<file path="config.mk">
export PLATFORM = sky130hd
export DESIGN_NAME = wstk_engine
export DESIGN_NICKNAME = d
export VERILOG_FILES = /design/src/rtl/wstk_pkg.sv /design/src/rtl/wstk_ptr.sv /design/src/rtl/wstk_addr.sv /design/src/rtl/wstk_seq.sv /design/src/rtl/wstk_engine.sv
export SDC_FILE = /design/constraint.sdc
export NUM_CORES = 1
export LEC_CHECK = 0
export ABC_CLOCK_PERIOD_IN_PS = 3700
export BUFFER_PORTS_ARGS = -buffer_cell sky130_fd_sc_hd__buf_2
export CAP_MARGIN = 20
export CELL_PAD_IN_SITES_DETAIL_PLACEMENT = 0
export CELL_PAD_IN_SITES_GLOBAL_PLACEMENT = 2
export CORE_MARGIN = 3
export CORE_UTILIZATION = 35
export CTS_BUF_LIST = sky130_fd_sc_hd__clkbuf_8
export DETAILED_ROUTE_END_ITERATION = 8
export PLACE_DENSITY = 0.89
export SLEW_MARGIN = 20
export SYNTH_ARGS = -nofsm -noshare
export SYNTH_HDL_FRONTEND = slang
export SYNTH_SLANG_ARGS = --single-unit
export TNS_END_PERCENT = 1
</file>
<file path="constraint.sdc">
create_clock -name clk -period 3.7 [get_ports clk]
set_clock_uncertainty 0.15 [all_clocks]
set_input_delay 0.37 -clock clk [delete_from_list [all_inputs] [get_ports clk]]
set_output_delay 0.37 -clock clk [all_outputs]
set_load 0.02 [all_outputs]
</file>
<file path="src/rtl/wstk_pkg.sv">
package wstk_pkg;
  typedef enum logic [2:0] {
    ST_IDLE,
    ST_WR_LO,
    ST_WR_HI,
    ST_RD_LO,
    ST_RD_HI,
    ST_RD_FIN
  } seq_state_t;

  localparam int unsigned SEG_SHIFT = 4;
endpackage

</file>
<file path="src/rtl/wstk_ptr.sv">
module wstk_ptr #(
  parameter int PTR_W = 16
) (
  input  logic             clk,
  input  logic             rst,
  input  logic             dec,
  input  logic             inc,
  output logic [PTR_W-1:0] sp,
  output logic             at_empty,
  output logic             at_floor
);
  localparam logic [PTR_W-1:0] SP_EMPTY = {{(PTR_W-1){1'b1}}, 1'b0};
  localparam logic [PTR_W-1:0] STEP     = PTR_W'(2);

  always_ff @(posedge clk) begin
    if (rst)      sp <= SP_EMPTY;
    else if (dec) sp <= sp - STEP;
    else if (inc) sp <= sp + STEP;
  end

  assign at_empty = (sp == SP_EMPTY);
  assign at_floor = (sp < STEP);


  sp_even_chk: assert property (@(posedge clk) disable iff (rst) !sp[0]);

  push_dec_chk: assert property (@(posedge clk) disable iff (rst)
    dec |=> sp == $past(sp) - STEP);

  pop_inc_chk: assert property (@(posedge clk) disable iff (rst)
    inc |=> sp == $past(sp) + STEP);

  no_wrap_chk: assert property (@(posedge clk) disable iff (rst)
    dec |-> sp >= STEP);

  no_under_chk: assert property (@(posedge clk) disable iff (rst)
    inc |-> sp != SP_EMPTY);
endmodule

</file>
<file path="src/rtl/wstk_addr.sv">
module wstk_addr
  import wstk_pkg::*;
#(
  parameter int SEG_W  = 16,
  parameter int PTR_W  = 16,
  parameter int ADDR_W = SEG_W + 4
) (
  input  logic [SEG_W-1:0]  seg,
  input  logic [PTR_W-1:0]  ptr,
  input  logic              hi,
  output logic [ADDR_W-1:0] addr
);
  logic [ADDR_W-1:0] base;

  assign base = ADDR_W'({seg, {SEG_SHIFT{1'b0}}});
  assign addr = base + ADDR_W'(ptr) + ADDR_W'(hi);
endmodule

</file>
<file path="src/rtl/wstk_seq.sv">
module wstk_seq
  import wstk_pkg::*;
#(
  parameter int PTR_W  = 16,
  parameter int SEG_W  = 16,
  parameter int BYTE_W = 8,
  localparam int WORD_W = 2 * BYTE_W
) (
  input  logic              clk,
  input  logic              rst,
  input  logic              push_req,
  input  logic              pop_req,
  input  logic [WORD_W-1:0] push_word,
  input  logic [SEG_W-1:0]  seg_base,
  input  logic [PTR_W-1:0]  sp,
  input  logic              sp_empty,
  input  logic              sp_floor,
  output logic              ptr_dec,
  output logic              ptr_inc,
  output logic [SEG_W-1:0]  seg_q,
  output logic [PTR_W-1:0]  tgt_q,
  output logic              hi_sel,
  output logic              mem_wr_en,
  output logic              mem_rd_en,
  output logic [BYTE_W-1:0] mem_wdata,
  input  logic [BYTE_W-1:0] mem_rdata,
  output logic [WORD_W-1:0] pop_word,
  output logic              pop_valid,
  output logic              busy,
  output logic              done,
  output logic              overflow,
  output logic              underflow
);
  seq_state_t        st;
  logic [BYTE_W-1:0] hi_byte_q;
  logic [BYTE_W-1:0] lo_byte_q;
  logic              idle;
  logic              take_push;
  logic              take_pop;

  assign idle      = (st == ST_IDLE);
  assign take_push = idle && push_req && !sp_floor;
  assign take_pop  = idle && !push_req && pop_req && !sp_empty;
  assign ptr_dec   = take_push;
  assign ptr_inc   = (st == ST_RD_FIN);

  always_ff @(posedge clk) begin
    if (rst) begin
      st        <= ST_IDLE;
      seg_q     <= '0;
      tgt_q     <= '0;
      hi_sel    <= 1'b0;
      mem_wr_en <= 1'b0;
      mem_rd_en <= 1'b0;
      mem_wdata <= '0;
      hi_byte_q <= '0;
      lo_byte_q <= '0;
      pop_word  <= '0;
      pop_valid <= 1'b0;
      busy      <= 1'b0;
      done      <= 1'b0;
      overflow  <= 1'b0;
      underflow <= 1'b0;
    end else begin
      done      <= 1'b0;
      pop_valid <= 1'b0;
      overflow  <= 1'b0;
      underflow <= 1'b0;
      unique case (st)
        ST_IDLE: begin
          if (push_req) begin
            if (sp_floor) begin
              overflow <= 1'b1;
            end else begin
              seg_q     <= seg_base;
              tgt_q     <= sp - PTR_W'(2);
              hi_sel    <= 1'b0;
              mem_wr_en <= 1'b1;
              mem_wdata <= push_word[BYTE_W-1:0];
              hi_byte_q <= push_word[WORD_W-1:BYTE_W];
              busy      <= 1'b1;
              st        <= ST_WR_LO;
            end
          end else if (pop_req) begin
            if (sp_empty) begin
              underflow <= 1'b1;
            end else begin
              seg_q     <= seg_base;
              tgt_q     <= sp;
              hi_sel    <= 1'b0;
              mem_rd_en <= 1'b1;
              busy      <= 1'b1;
              st        <= ST_RD_LO;
            end
          end
        end
        ST_WR_LO: begin
          hi_sel    <= 1'b1;
          mem_wdata <= hi_byte_q;
          st        <= ST_WR_HI;
        end
        ST_WR_HI: begin
          mem_wr_en <= 1'b0;
          hi_sel    <= 1'b0;
          busy      <= 1'b0;
          done      <= 1'b1;
          st        <= ST_IDLE;
        end
        ST_RD_LO: begin
          hi_sel <= 1'b1;
          st     <= ST_RD_HI;
        end
        ST_RD_HI: begin
          mem_rd_en <= 1'b0;
          hi_sel    <= 1'b0;
          lo_byte_q <= mem_rdata;
          st        <= ST_RD_FIN;
        end
        ST_RD_FIN: begin
          pop_word  <= {mem_rdata, lo_byte_q};
          pop_valid <= 1'b1;
          busy      <= 1'b0;
          done      <= 1'b1;
          st        <= ST_IDLE;
        end
        default: st <= ST_IDLE;
      endcase
    end
  end


  mem_excl_chk: assert property (@(posedge clk) disable iff (rst)
    !(mem_wr_en && mem_rd_en));

  wr_pair_chk: assert property (@(posedge clk) disable iff (rst)
    (mem_wr_en && !hi_sel) |=> (mem_wr_en && hi_sel));

  rd_pair_chk: assert property (@(posedge clk) disable iff (rst)
    (mem_rd_en && !hi_sel) |=> (mem_rd_en && hi_sel));

  done_pulse_chk: assert property (@(posedge clk) disable iff (rst)
    done |-> (!busy && $past(busy)));

  underflow_quiet_chk: assert property (@(posedge clk) disable iff (rst)
    underflow |-> (!busy && !pop_valid && !mem_rd_en));

  overflow_quiet_chk: assert property (@(posedge clk) disable iff (rst)
    overflow |-> (!busy && !mem_wr_en));

  busy_hold_chk: assert property (@(posedge clk) disable iff (rst)
    (busy && !done && $past(busy)) |-> $stable(tgt_q));
endmodule

</file>
<file path="src/rtl/wstk_engine.sv">
module wstk_engine #(
  parameter int PTR_W  = 16,
  parameter int SEG_W  = 16,
  parameter int BYTE_W = 8,
  localparam int ADDR_W = SEG_W + 4,
  localparam int WORD_W = 2 * BYTE_W
) (
  input  logic              clk,
  input  logic              rst,
  input  logic [SEG_W-1:0]  seg_base,
  input  logic              push_req,
  input  logic [WORD_W-1:0] push_word,
  input  logic              pop_req,
  output logic              busy,
  output logic              done,
  output logic              pop_valid,
  output logic [WORD_W-1:0] pop_word,
  output logic              overflow,
  output logic              underflow,
  output logic [PTR_W-1:0]  sp_out,
  output logic [ADDR_W-1:0] mem_addr,
  output logic              mem_wr_en,
  output logic              mem_rd_en,
  output logic [BYTE_W-1:0] mem_wdata,
  input  logic [BYTE_W-1:0] mem_rdata
);
  logic             ptr_dec;
  logic             ptr_inc;
  logic             sp_empty;
  logic             sp_floor;
  logic [SEG_W-1:0] seg_q;
  logic [PTR_W-1:0] tgt_q;
  logic             hi_sel;

  wstk_ptr #(.PTR_W(PTR_W)) ptr_i (
    .clk      (clk),
    .rst      (rst),
    .dec      (ptr_dec),
    .inc      (ptr_inc),
    .sp       (sp_out),
    .at_empty (sp_empty),
    .at_floor (sp_floor)
  );

  wstk_seq #(.PTR_W(PTR_W), .SEG_W(SEG_W), .BYTE_W(BYTE_W)) seq_i (
    .clk       (clk),
    .rst       (rst),
    .push_req  (push_req),
    .pop_req   (pop_req),
    .push_word (push_word),
    .seg_base  (seg_base),
    .sp        (sp_out),
    .sp_empty  (sp_empty),
    .sp_floor  (sp_floor),
    .ptr_dec   (ptr_dec),
    .ptr_inc   (ptr_inc),
    .seg_q     (seg_q),
    .tgt_q     (tgt_q),
    .hi_sel    (hi_sel),
    .mem_wr_en (mem_wr_en),
    .mem_rd_en (mem_rd_en),
    .mem_wdata (mem_wdata),
    .mem_rdata (mem_rdata),
    .pop_word  (pop_word),
    .pop_valid (pop_valid),
    .busy      (busy),
    .done      (done),
    .overflow  (overflow),
    .underflow (underflow)
  );

  wstk_addr #(.SEG_W(SEG_W), .PTR_W(PTR_W), .ADDR_W(ADDR_W)) addr_i (
    .seg  (seg_q),
    .ptr  (tgt_q),
    .hi   (hi_sel),
    .addr (mem_addr)
  );


  addr_lsb_chk: assert property (@(posedge clk) disable iff (rst)
    (mem_wr_en || mem_rd_en) |-> (mem_addr[0] == hi_sel));

  valid_done_chk: assert property (@(posedge clk) disable iff (rst)
    pop_valid |-> done);
endmodule

</file>
==> results.sh, run 1 <==
export IMPL_combinational_family_with_the_most_area_after_synthesis="simple AND/OR/NAND/NOR gates"
export IMPL_irDropWorstVdd_v=0.0001606
export IMPL_multiInputGateArea_um2=2821
export IMPL_timing_critical_path_fanout_max=3
export IMPL_final_cell_mix="108 x sky130_fd_sc_hd__buf_2, 105 x sky130_fd_sc_hd__nand2_1, 97 x sky130_fd_sc_hd__dfxtp_1, 69 x sky130_fd_sc_hd__a21oi_1, 37 x sky130_fd_sc_hd__nor3_1"
export IMPL_overall_routing_resource_usage=0.1733
export IMPL_floorplan_die_area_um2=15940
export IMPL_first_global_vias=4439
export IMPL_cts_resized=0
export IMPL_tritoncts="yes"
export IMPL_grt_ovfl_total=0
export IMPL_vias=4777
export IMPL_share_comb_of_total_power=0.253
export IMPL_cts_num_sinks=97
export IMPL_synth_area_top_cells="sky130_fd_sc_hd__dfxtp_1 38%, sky130_fd_sc_hd__nand2_1 7.8%, sky130_fd_sc_hd__a21oi_1 6.9%"
export IMPL_async_flop_share=0
export IMPL_synthesis_nets=693
export IMPL_cap_violations=0
export IMPL_syn_avg_cell_area_um2=7.985
export IMPL_p_switching_mw=0.8901
export IMPL_timing_critical_path_max_delay_family="compound AO/OA/AOI/OAI gates"
export IMPL_timing_final_hold_violations=0
export IMPL_antenna_violating_nets_post_route=0
export IMPL_antennaDiodeCount=0
export IMPL_fin_crit_sh=0.8244
export IMPL_highest_attainable_clock_frequency_mhz=327.8
export IMPL_ys_warn_count=0
export IMPL_htreeDepth=3
export IMPL_post_drt_via_cell_ratio=5.355
export IMPL_post_cts_setup_buffer_count=0
export IMPL_numPortBuffers=109
export IMPL_layout_nets=766
export IMPL_ios=111
export IMPL_worst_path_max_delay_cell="sky130_fd_sc_hd__fa_1"
export IMPL_initial_antenna_violation_count=0
export IMPL_mappedNetlistArea_um2=5062
export IMPL_status="complete, no violations"
export IMPL_wl_per_cell_um=15.80
export IMPL_synth_xor_area_share=0.04671
export IMPL_register_area_share_after_synthesis=0.3836
export IMPL_p_int_mw=1.729
export IMPL_setup_total_negative_slack_ns=0
export IMPL_setup_worst_path_end_class="output port"
export IMPL_layout_commonest_cell="sky130_fd_sc_hd__buf_2"
export IMPL_post_synth_top_area_fraction=0.3836
export IMPL_first_pass_grt_wire_length_um=22790
export IMPL_synthFlopType="sky130_fd_sc_hd__dfxtp_1"
export IMPL_synth_cell_types=58
export IMPL_power_per_cell_area_nw_per_um2=446.7
export IMPL_synth_adder_area_share=0.03856
export IMPL_most_frequent_cell_on_the_critical_path="sky130_fd_sc_hd__o211ai_1"
export IMPL_globalplace_congestion=0.8747
export IMPL_floorplan_initialDensity=0.3619
export IMPL_layout_area_seq_um2=1942
export IMPL_cts_root_buf="sky130_fd_sc_hd__clkbuf_8"
export IMPL_core_area_um2=13990
export IMPL_hpwl_um=10030
export IMPL_fin_hold_ws_ns=0.06918
export IMPL_finish_stage_setup_viols=0
export IMPL_grt_setup_unrepaired="no"
export IMPL_synth_simple_area_share=0.2603
export IMPL_drc_errors=0
export IMPL_worstHoldPathType="input pin to flop"
export IMPL_postSynthCellCount=634
export IMPL_chipWidth_um=126.3
export IMPL_fillerInstances=1470
export IMPL_p_seq_frac=0.454
export IMPL_crit_path_buffers_inverters=1
export IMPL_cts_max_path_buffers=2
export IMPL_first_pass_iters=6
export IMPL_timing_max_slew_rel_slack=0.4444
export IMPL_p_leak_nw=2.423
export IMPL_critical_path_startpoint_type="flop"
export IMPL_routed_wire_length_um=14100
export IMPL_area_delta_synth_final_pct=15.82
export IMPL_drtIter0Drc=372
export IMPL_setup_reg_to_reg_worst_slack_ns=1.00
export IMPL_grt_start_max_net_pins=79
export IMPL_clock_latency_on_the_worst_skew_pair_ns=0.38
export IMPL_path_clk_slew_ns=0.10
export IMPL_synth_edf_count=0
export IMPL_clock_buffer_count_from_cts=9
export IMPL_sw_frac_of_total=0.3398
export IMPL_critical_path_required_ns=3.18
export IMPL_layout_min_cycle_time_ns=3.050
export IMPL_compound_cell_area_share_of_the_yosys_netlist=0.1849
export IMPL_worst_slew_pin_transition_ns=0.8334
export IMPL_critical_path_cell_sequence="ha_1 -> fa_1 -> a211oi_1 -> o211ai_1 -> a21oi_1 -> nand2_1 -> o211ai_1 -> buf_2"
export IMPL_power_clock_fraction=0.293
export IMPL_timing_max_transition_violations_final=0
export IMPL_synthDominantAreaCellType="sky130_fd_sc_hd__dfxtp_1"
export IMPL_die_h_um=126.3
export IMPL_synth_area_mux_share=0.02373
export IMPL_critPathArrivalTime_ns=2.53
export IMPL_rows=43
export IMPL_critical_path_class="flop to output port"
export IMPL_largest_stage_delay_worst_path_ns=0.43
export IMPL_holdBufCountCts=0
export IMPL_drive_above_1_share=0.2037
export IMPL_yosys_register_bits=97
==> tightest hold or removal path, stage by stage <==
cell and delay, ns:
sky130_fd_sc_hd__buf_2 0.10, sky130_fd_sc_hd__nand2_1 0.04, sky130_fd_sc_hd__a21oi_1 0.05
==> state kept, by name, summed over array words and instances (netlist names), 3 cells and up <==
register and flops:
seq_i.mem_wdata 8, seq_i.seg_q 16, seq_i.pop_word 16, seq_i.lo_byte_q 8, seq_i.hi_byte_q 8, seq_i.st 3
ptr_i.sp 15, seq_i.tgt_q 15
==> path summary, 6_finish.rpt <==
| path | startpoint | to | cells past startpoint |
|---|---|---|---|
| max | seq_i.tgt_q[4] | mem_addr[14] | 8 |
| min | push_word[15] | seq_i.hi_byte_q[7] | 3 |
| max reg2reg | ptr_i.sp[1] | seq_i.tgt_q[14] | 7 |
| min reg2reg | seq_i.pop_word[15] | seq_i.pop_word[15] | 2 |
==> layout make-up <==
class	instances	area share
clock buffer	11	0.02582
clock inverter	5	0.01195
inverter	12	0.007682
multi-input combinational	470	0.4812
sequential	97	0.3312
tap	180	0.03841
timing repair buffer	117	0.1037
==> cells in the mapped netlist, drive strengths merged (12+ instances only) <==
library cell	n
ha	14
nand2	105
xnor2	17
a311oi	12
nor3	37
nor2	35
buf	27
clkbuf	28
o21ai	27
a21oi	71
mux2i	12
a211oi	15
dfxtp	97
inv	12
nand3	29
==> power groups by stage <==
stage                     logic, mW  registers [mW]  clock network [mW]
final                         0.662            1.19               0.768
after global routing          0.732            1.20               0.828
after CTS                     0.666            1.19               0.795
after detailed placement      0.664            1.21                   0
after global placement        0.656            1.21                   0
after floorplan               0.473            1.22                   0
==> through the flow <==
step / util / worst slack, ns / area, um2 / instances / power (mW)
after detailed placement: 0.4033 / 1.033 / 5642 / 876 / 1.877
after global placement: 0.4032 / 0.9770 / 5640 / 876 / 1.864
after global routing: 0.4191 / 0.4783 / 5863 / 892 / 2.760
after floorplan: - / 1.163 / 5062 / 634 / 1.689
after CTS: 0.4191 / 0.6190 / 5863 / 892 / 2.649
final: 0.4191 / 0.6497 / 5863 / 892 / 2.619
==> cell families (layout without fill, tap and decap cells) <==
group | after synthesis | count (layout)
simple gates | 263 | 263
compound gates | 152 | 152
flops | 97 | 97
buf+inv | 67 | 145
xor+xnor | 27 | 27
fa+ha+maj | 15 | 15
mux | 12 | 12
other cells | 1 | 1
==> routing by layer <==
layer  share of wire  global-route usage  vias up
met1            0.50              0.2500     2229
met5               0                   0        -
met4           0.014             0.06120        0
li1                -                   -     2380
met3           0.056             0.03393       19
met2            0.43              0.2576      149
Power figures use the tool's default switching activity.
==> inputs of run 2 (changes only) <==
- ABC_CLOCK_PERIOD_IN_PS: 3700 -> 2500
- CORE_UTILIZATION: 35 -> 29
- PLACE_DENSITY: 0.89 -> 0.79
- clock period: 3.7 -> 2.5 ns (I/O delays scaled with it)
==> results.sh, run 2 (synthesis gave the netlist of run 1 again) <==
export IMPL_layout_min_cycle_time_ns=2.635
export IMPL_core_area_um2=16820
export IMPL_drc_errors=0
export IMPL_worst_path_max_delay_cell="sky130_fd_sc_hd__dfxtp_2"
export IMPL_critical_path_required_ns=2.10
export IMPL_ios=111
export IMPL_reg2reg_from="ptr_i.sp[9]"
export IMPL_critPathArrivalTime_ns=2.23
export IMPL_violations="negative setup slack"
export IMPL_drtIter0Drc=281
export IMPL_area_delta_synth_final_pct=32.38
export IMPL_fin_hold_ws_ns=0.02539
export IMPL_dpl_instance_area_um2=5928
export IMPL_critical_path_startpoint_type="flop"
export IMPL_floorplan_initialDensity=0.3010
export IMPL_timing_critical_path_fanout_max=2
export IMPL_setup_worst_path_end_class="output port"
export IMPL_worst_slew_pin_transition_ns=0.5601
export IMPL_die_h_um=138.1
export IMPL_clock_buffer_count_from_cts=9
export IMPL_timing_max_transition_violations_final=0
export IMPL_numPortBuffers=109
export IMPL_timing_hold_worst_start="seg_base[8]"
export IMPL_initial_antenna_violation_count=0
export IMPL_tritoncts="yes"
export IMPL_first_global_vias=4942
export IMPL_globalplace_congestion=0.9103
export IMPL_largest_stage_delay_worst_path_ns=0.35
export IMPL_worstHoldPathType="input pin to flop"
export IMPL_post_place_cells=944
export IMPL_overall_routing_resource_usage=0.1625
export IMPL_power_per_cell_area_nw_per_um2=604.1
export IMPL_p_leak_nw=2.714
export IMPL_cap_violations=0
export IMPL_timing_final_hold_violations=0
export IMPL_path_clk_slew_ns=0.10
export IMPL_antennaDiodeCount=0
export IMPL_finish_stage_setup_viols=6
export IMPL_cts_num_sinks=97
export IMPL_first_pass_iters=4
export IMPL_routed_wire_length_um=15570
export IMPL_stdcell_area_um2=6701
export IMPL_drive_above_1_share=0.2606
export IMPL_finish_utilization=0.3985
export IMPL_layout_nets=833
export IMPL_antenna_violating_nets_post_route=0
export IMPL_timing_max_slew_rel_slack=0.6266
export IMPL_preCtsSetupSlack_ns=0.05324
export IMPL_clock_latency_on_the_worst_skew_pair_ns=0.39
export IMPL_highest_attainable_clock_frequency_mhz=379.6
export IMPL_wl_per_cell_um=15.59
export IMPL_htreeDepth=3
export IMPL_largest_registers="seq_i.pop_word: 16 flops, seq_i.seg_q: 16 flops"
export IMPL_floorplan_die_area_um2=19080
export IMPL_fin_cells=999
export IMPL_grt_ovfl_total=0
export IMPL_setup_total_negative_slack_ns=-0.5217
export IMPL_design_power_total_mw=4.048
export IMPL_cts_root_buf="sky130_fd_sc_hd__clkbuf_8"
export IMPL_cts_max_path_buffers=2
export IMPL_chipWidth_um=138.1
export IMPL_grt_setup_unrepaired="yes"
export IMPL_fin_crit_sh=1.054
export IMPL_layout_commonest_cell="sky130_fd_sc_hd__nand2_1"
export IMPL_rows=47
export IMPL_grt_start_max_net_pins=51
export IMPL_first_pass_grt_wire_length_um=25780
export IMPL_vias=5019
export IMPL_irDropWorstVdd_v=0.0003494
export IMPL_post_drt_via_cell_ratio=5.024
export IMPL_critical_path_class="flop to output port"
export IMPL_critical_path_cell_sequence="ha_4 -> fa_2 -> a211oi_2 -> o211ai_1 -> nand4_1 -> and2_1 -> xnor2_1 -> buf_4"
export IMPL_final_setup_worst_slack_ns=-0.1347
export IMPL_status="finished with violations"
export IMPL_hpwl_um=11330
export IMPL_final_cell_mix="104 x sky130_fd_sc_hd__nand2_1, 99 x sky130_fd_sc_hd__buf_2, 90 x sky130_fd_sc_hd__dfxtp_1, 65 x sky130_fd_sc_hd__a21oi_1, 45 x sky130_fd_sc_hd__buf_4"
export IMPL_critical_path_startpoint="seq_i.tgt_q[4]"
run 2: timing repair:
action,CTS,global route
pin swaps,11,7
gates resized for setup,28,14
cloned,0,0
endpoints found under the hold margin,46,0
setup endpoints to repair,11,27
setup buffers,0,1
hold buffers,38,0
run 2: area by class of cell:
cell class | count | area, um2
multi-input cells | 470 | 2965
well taps | 220 | 275.3
inverters | 12 | 45.04
clock buffers | 9 | 123.9
repair buffers | 184 | 1254
fillers | 1750 | 10120
clock inverters | 7 | 87.58
flip-flops and latches | 97 | 1951
run 2: metal layers:
layer	vias to the layer above	global-route usage	share of wire
li1	2513	-	-
met1	2387	0.2230	0.49
met2	103	0.2569	0.45
met3	16	0.03488	0.038
met4	0	0.04992	0.014
met5	-	0	0
run 2: where the power goes:
part	leakage [nW]	total (mW)	switching [mW]	internal, mW
clock	0.105	1.12	0.638	0.483
combinational	1.81	1.18	0.688	0.491
sequential	0.794	1.75	0.0842	1.66
run 2: final timing paths:
kind | to | slack, ns | cells past startpoint
hold reg to reg | seq_i.pop_word[3] | 0.30 | 2
hold / removal | seq_i.seg_q[8] | 0.03 | 3
setup / recovery | mem_addr[16] | -0.13 | 8
setup reg to reg | seq_i.hi_sel | 0.16 | 5
run 2: critical path: cells and delay by family (launching register included):
family          cells  cell delay, ns
xor+xnor            1            0.11
buf+inv             1            0.16
simple gates        2            0.32
fa+ha+maj           2            0.52
flops               1            0.35
compound gates      2            0.39
==> inputs of run 3 (changes only) <==
- CORE_ASPECT_RATIO: default -> 1.75
- PLACE_DENSITY: 0.79 -> default
- PLACE_DENSITY_LB_ADDON: default -> 0.1
==> results.sh, run 3 (synthesis gave the netlist of run 1 again) <==
export IMPL_initial_antenna_violation_count=0
export IMPL_numPortBuffers=109
export IMPL_drive_above_1_share=0.2709
export IMPL_power_per_cell_area_nw_per_um2=589.1
export IMPL_globalplace_congestion=0.8520
export IMPL_overall_routing_resource_usage=0.1795
export IMPL_ios=111
export IMPL_final_setup_worst_slack_ns=-0.1890
export IMPL_critical_path_startpoint_type="flop"
export IMPL_area_delta_synth_final_pct=33.96
export IMPL_layout_nets=844
export IMPL_timing_critical_path_fanout_max=2
export IMPL_first_pass_grt_wire_length_um=27680
export IMPL_grt_setup_unrepaired="yes"
export IMPL_critPathArrivalTime_ns=2.29
export IMPL_routed_wire_length_um=16910
export IMPL_cts_max_path_buffers=2
export IMPL_post_drt_via_cell_ratio=4.962
export IMPL_drc_errors=0
export IMPL_largest_registers="seq_i.pop_word: 16 flops, seq_i.seg_q: 16 flops"
export IMPL_irDropWorstVdd_v=0.0002448
export IMPL_violations="negative setup slack"
export IMPL_path_clk_slew_ns=0.10
export IMPL_floorplan_die_area_um2=19140
export IMPL_design_power_total_mw=3.995
export IMPL_timing_final_hold_violations=0
export IMPL_htreeDepth=3
export IMPL_antennaDiodeCount=0
export IMPL_critical_path_required_ns=2.10
export IMPL_first_global_vias=5241
export IMPL_cts_num_sinks=97
export IMPL_die_h_um=180.8
export IMPL_antenna_violating_nets_post_route=0
export IMPL_critical_path_class="flop to output port"
export IMPL_grt_ovfl_total=0
export IMPL_worst_slew_pin_transition_ns=0.5659
export IMPL_first_pass_iters=4
export IMPL_finish_utilization=0.3983
export IMPL_layout_min_cycle_time_ns=2.689
export IMPL_timing_max_transition_violations_final=0
export IMPL_layout_commonest_cell="sky130_fd_sc_hd__nand2_1"
export IMPL_status="finished with violations"
export IMPL_chipWidth_um=105.9
export IMPL_p_leak_nw=2.781
export IMPL_wl_per_cell_um=16.63
export IMPL_rows=63
export IMPL_final_cell_mix="104 x sky130_fd_sc_hd__nand2_1, 98 x sky130_fd_sc_hd__buf_2, 85 x sky130_fd_sc_hd__dfxtp_1, 65 x sky130_fd_sc_hd__a21oi_1, 52 x sky130_fd_sc_hd__buf_4"
export IMPL_setup_total_negative_slack_ns=-0.7420
export IMPL_grt_start_max_net_pins=50
export IMPL_fin_crit_sh=1.076
export IMPL_clock_buffer_count_from_cts=9
export IMPL_worstHoldPathType="input pin to flop"
export IMPL_timing_max_slew_rel_slack=0.6213
export IMPL_vias=5046
export IMPL_setup_worst_path_end_class="output port"
export IMPL_cts_root_buf="sky130_fd_sc_hd__clkbuf_8"
export IMPL_tritoncts="yes"
export IMPL_cap_violations=0
export IMPL_floorplan_initialDensity=0.2973
export IMPL_hpwl_um=12580
export IMPL_drtIter0Drc=159
export IMPL_core_area_um2=17030
export IMPL_highest_attainable_clock_frequency_mhz=371.9
export IMPL_finish_stage_setup_viols=8
export IMPL_clock_latency_on_the_worst_skew_pair_ns=0.37
run 3: cell count changes in the layout (fill, tap and decap cells not counted), moves of 2 or more:
cell,change
sky130_fd_sc_hd__buf_12,+2
sky130_fd_sc_hd__buf_6,+3
sky130_fd_sc_hd__dfxtp_1,-5
sky130_fd_sc_hd__inv_8,+2
sky130_fd_sc_hd__dfxtp_2,+5
sky130_fd_sc_hd__buf_4,+7
sky130_fd_sc_hd__inv_6,-2
sky130_fd_sc_hd__ha_4,-2
sky130_fd_sc_hd__ha_1,+3
sky130_fd_sc_hd__clkinv_4,+2
run 3: power breakdown:
part	switching, mW	internal (mW)
clock network	0.640	0.395
registers	0.0826	1.67
logic	0.694	0.517
total	1.42	2.58
run 3: area by class of cell:
type	count	area, um2
fill	1807	10240
clock inverter	7	75.07
timing repair buffer	195	1375
clock buffer	9	123.9
sequential	97	1957
multi-input combinational	470	2922
tap	227	284.0
inverter	12	45.04
run 3: routing by layer:
metal,wire length [um],global-route usage,part of all wire,vias up
li1,-,-,-,2534
met1,6638,0.1961,0.39,2394
met2,9483,0.3479,0.56,100
met3,487,0.02574,0.029,18
met4,300,0.05705,0.018,0
met5,0,0,0,-
run 3: path summary, 6_finish.rpt:
| check | startpoint | to | slack [ns] | cells after the start |
|---|---|---|---|---|
| worst min register to register | seq_i.lo_byte_q[5] | seq_i.pop_word[5] | 0.30 | 2 |
| worst min-delay path | seg_base[6] | seq_i.seg_q[6] | 0.03 | 3 |
| worst max register to register | ptr_i.sp[1] | seq_i.hi_sel | 0.19 | 6 |
| worst max-delay path | seq_i.tgt_q[4] | mem_addr[16] | -0.19 | 8 |
run 3: worst max-delay path, stage by stage (launching register included):
cell and delay (ns):
sky130_fd_sc_hd__dfxtp_2 0.35, sky130_fd_sc_hd__ha_4 0.16, sky130_fd_sc_hd__fa_2 0.36, sky130_fd_sc_hd__a211oi_2 0.23, sky130_fd_sc_hd__o211ai_1 0.20, sky130_fd_sc_hd__nand4_1 0.20, sky130_fd_sc_hd__and2_1 0.16, sky130_fd_sc_hd__xnor2_1 0.11
sky130_fd_sc_hd__buf_4 0.16
run 3: timing repair:
action	4_1_cts	5_1_grt
buffers inserted	0	0
endpoints found under the setup margin	11	13
gates resized for setup	38	8
pin swaps	12	5
hold buffers	38	0
endpoints found under the hold margin	46	0
run 3: through the flow:
step,std cells,hold slack [ns],cell area (um2),worst slack [ns]
finish,1017,0.02550,6782,-0.1890
global route,1017,0.01594,6782,-0.2890
CTS,1017,0.005605,6761,-0.1783
detailed placement,963,0.2969,6052,0.001381
global placement,963,0.2899,6052,0.02542
floorplan,634,0.2360,5065,0.1252
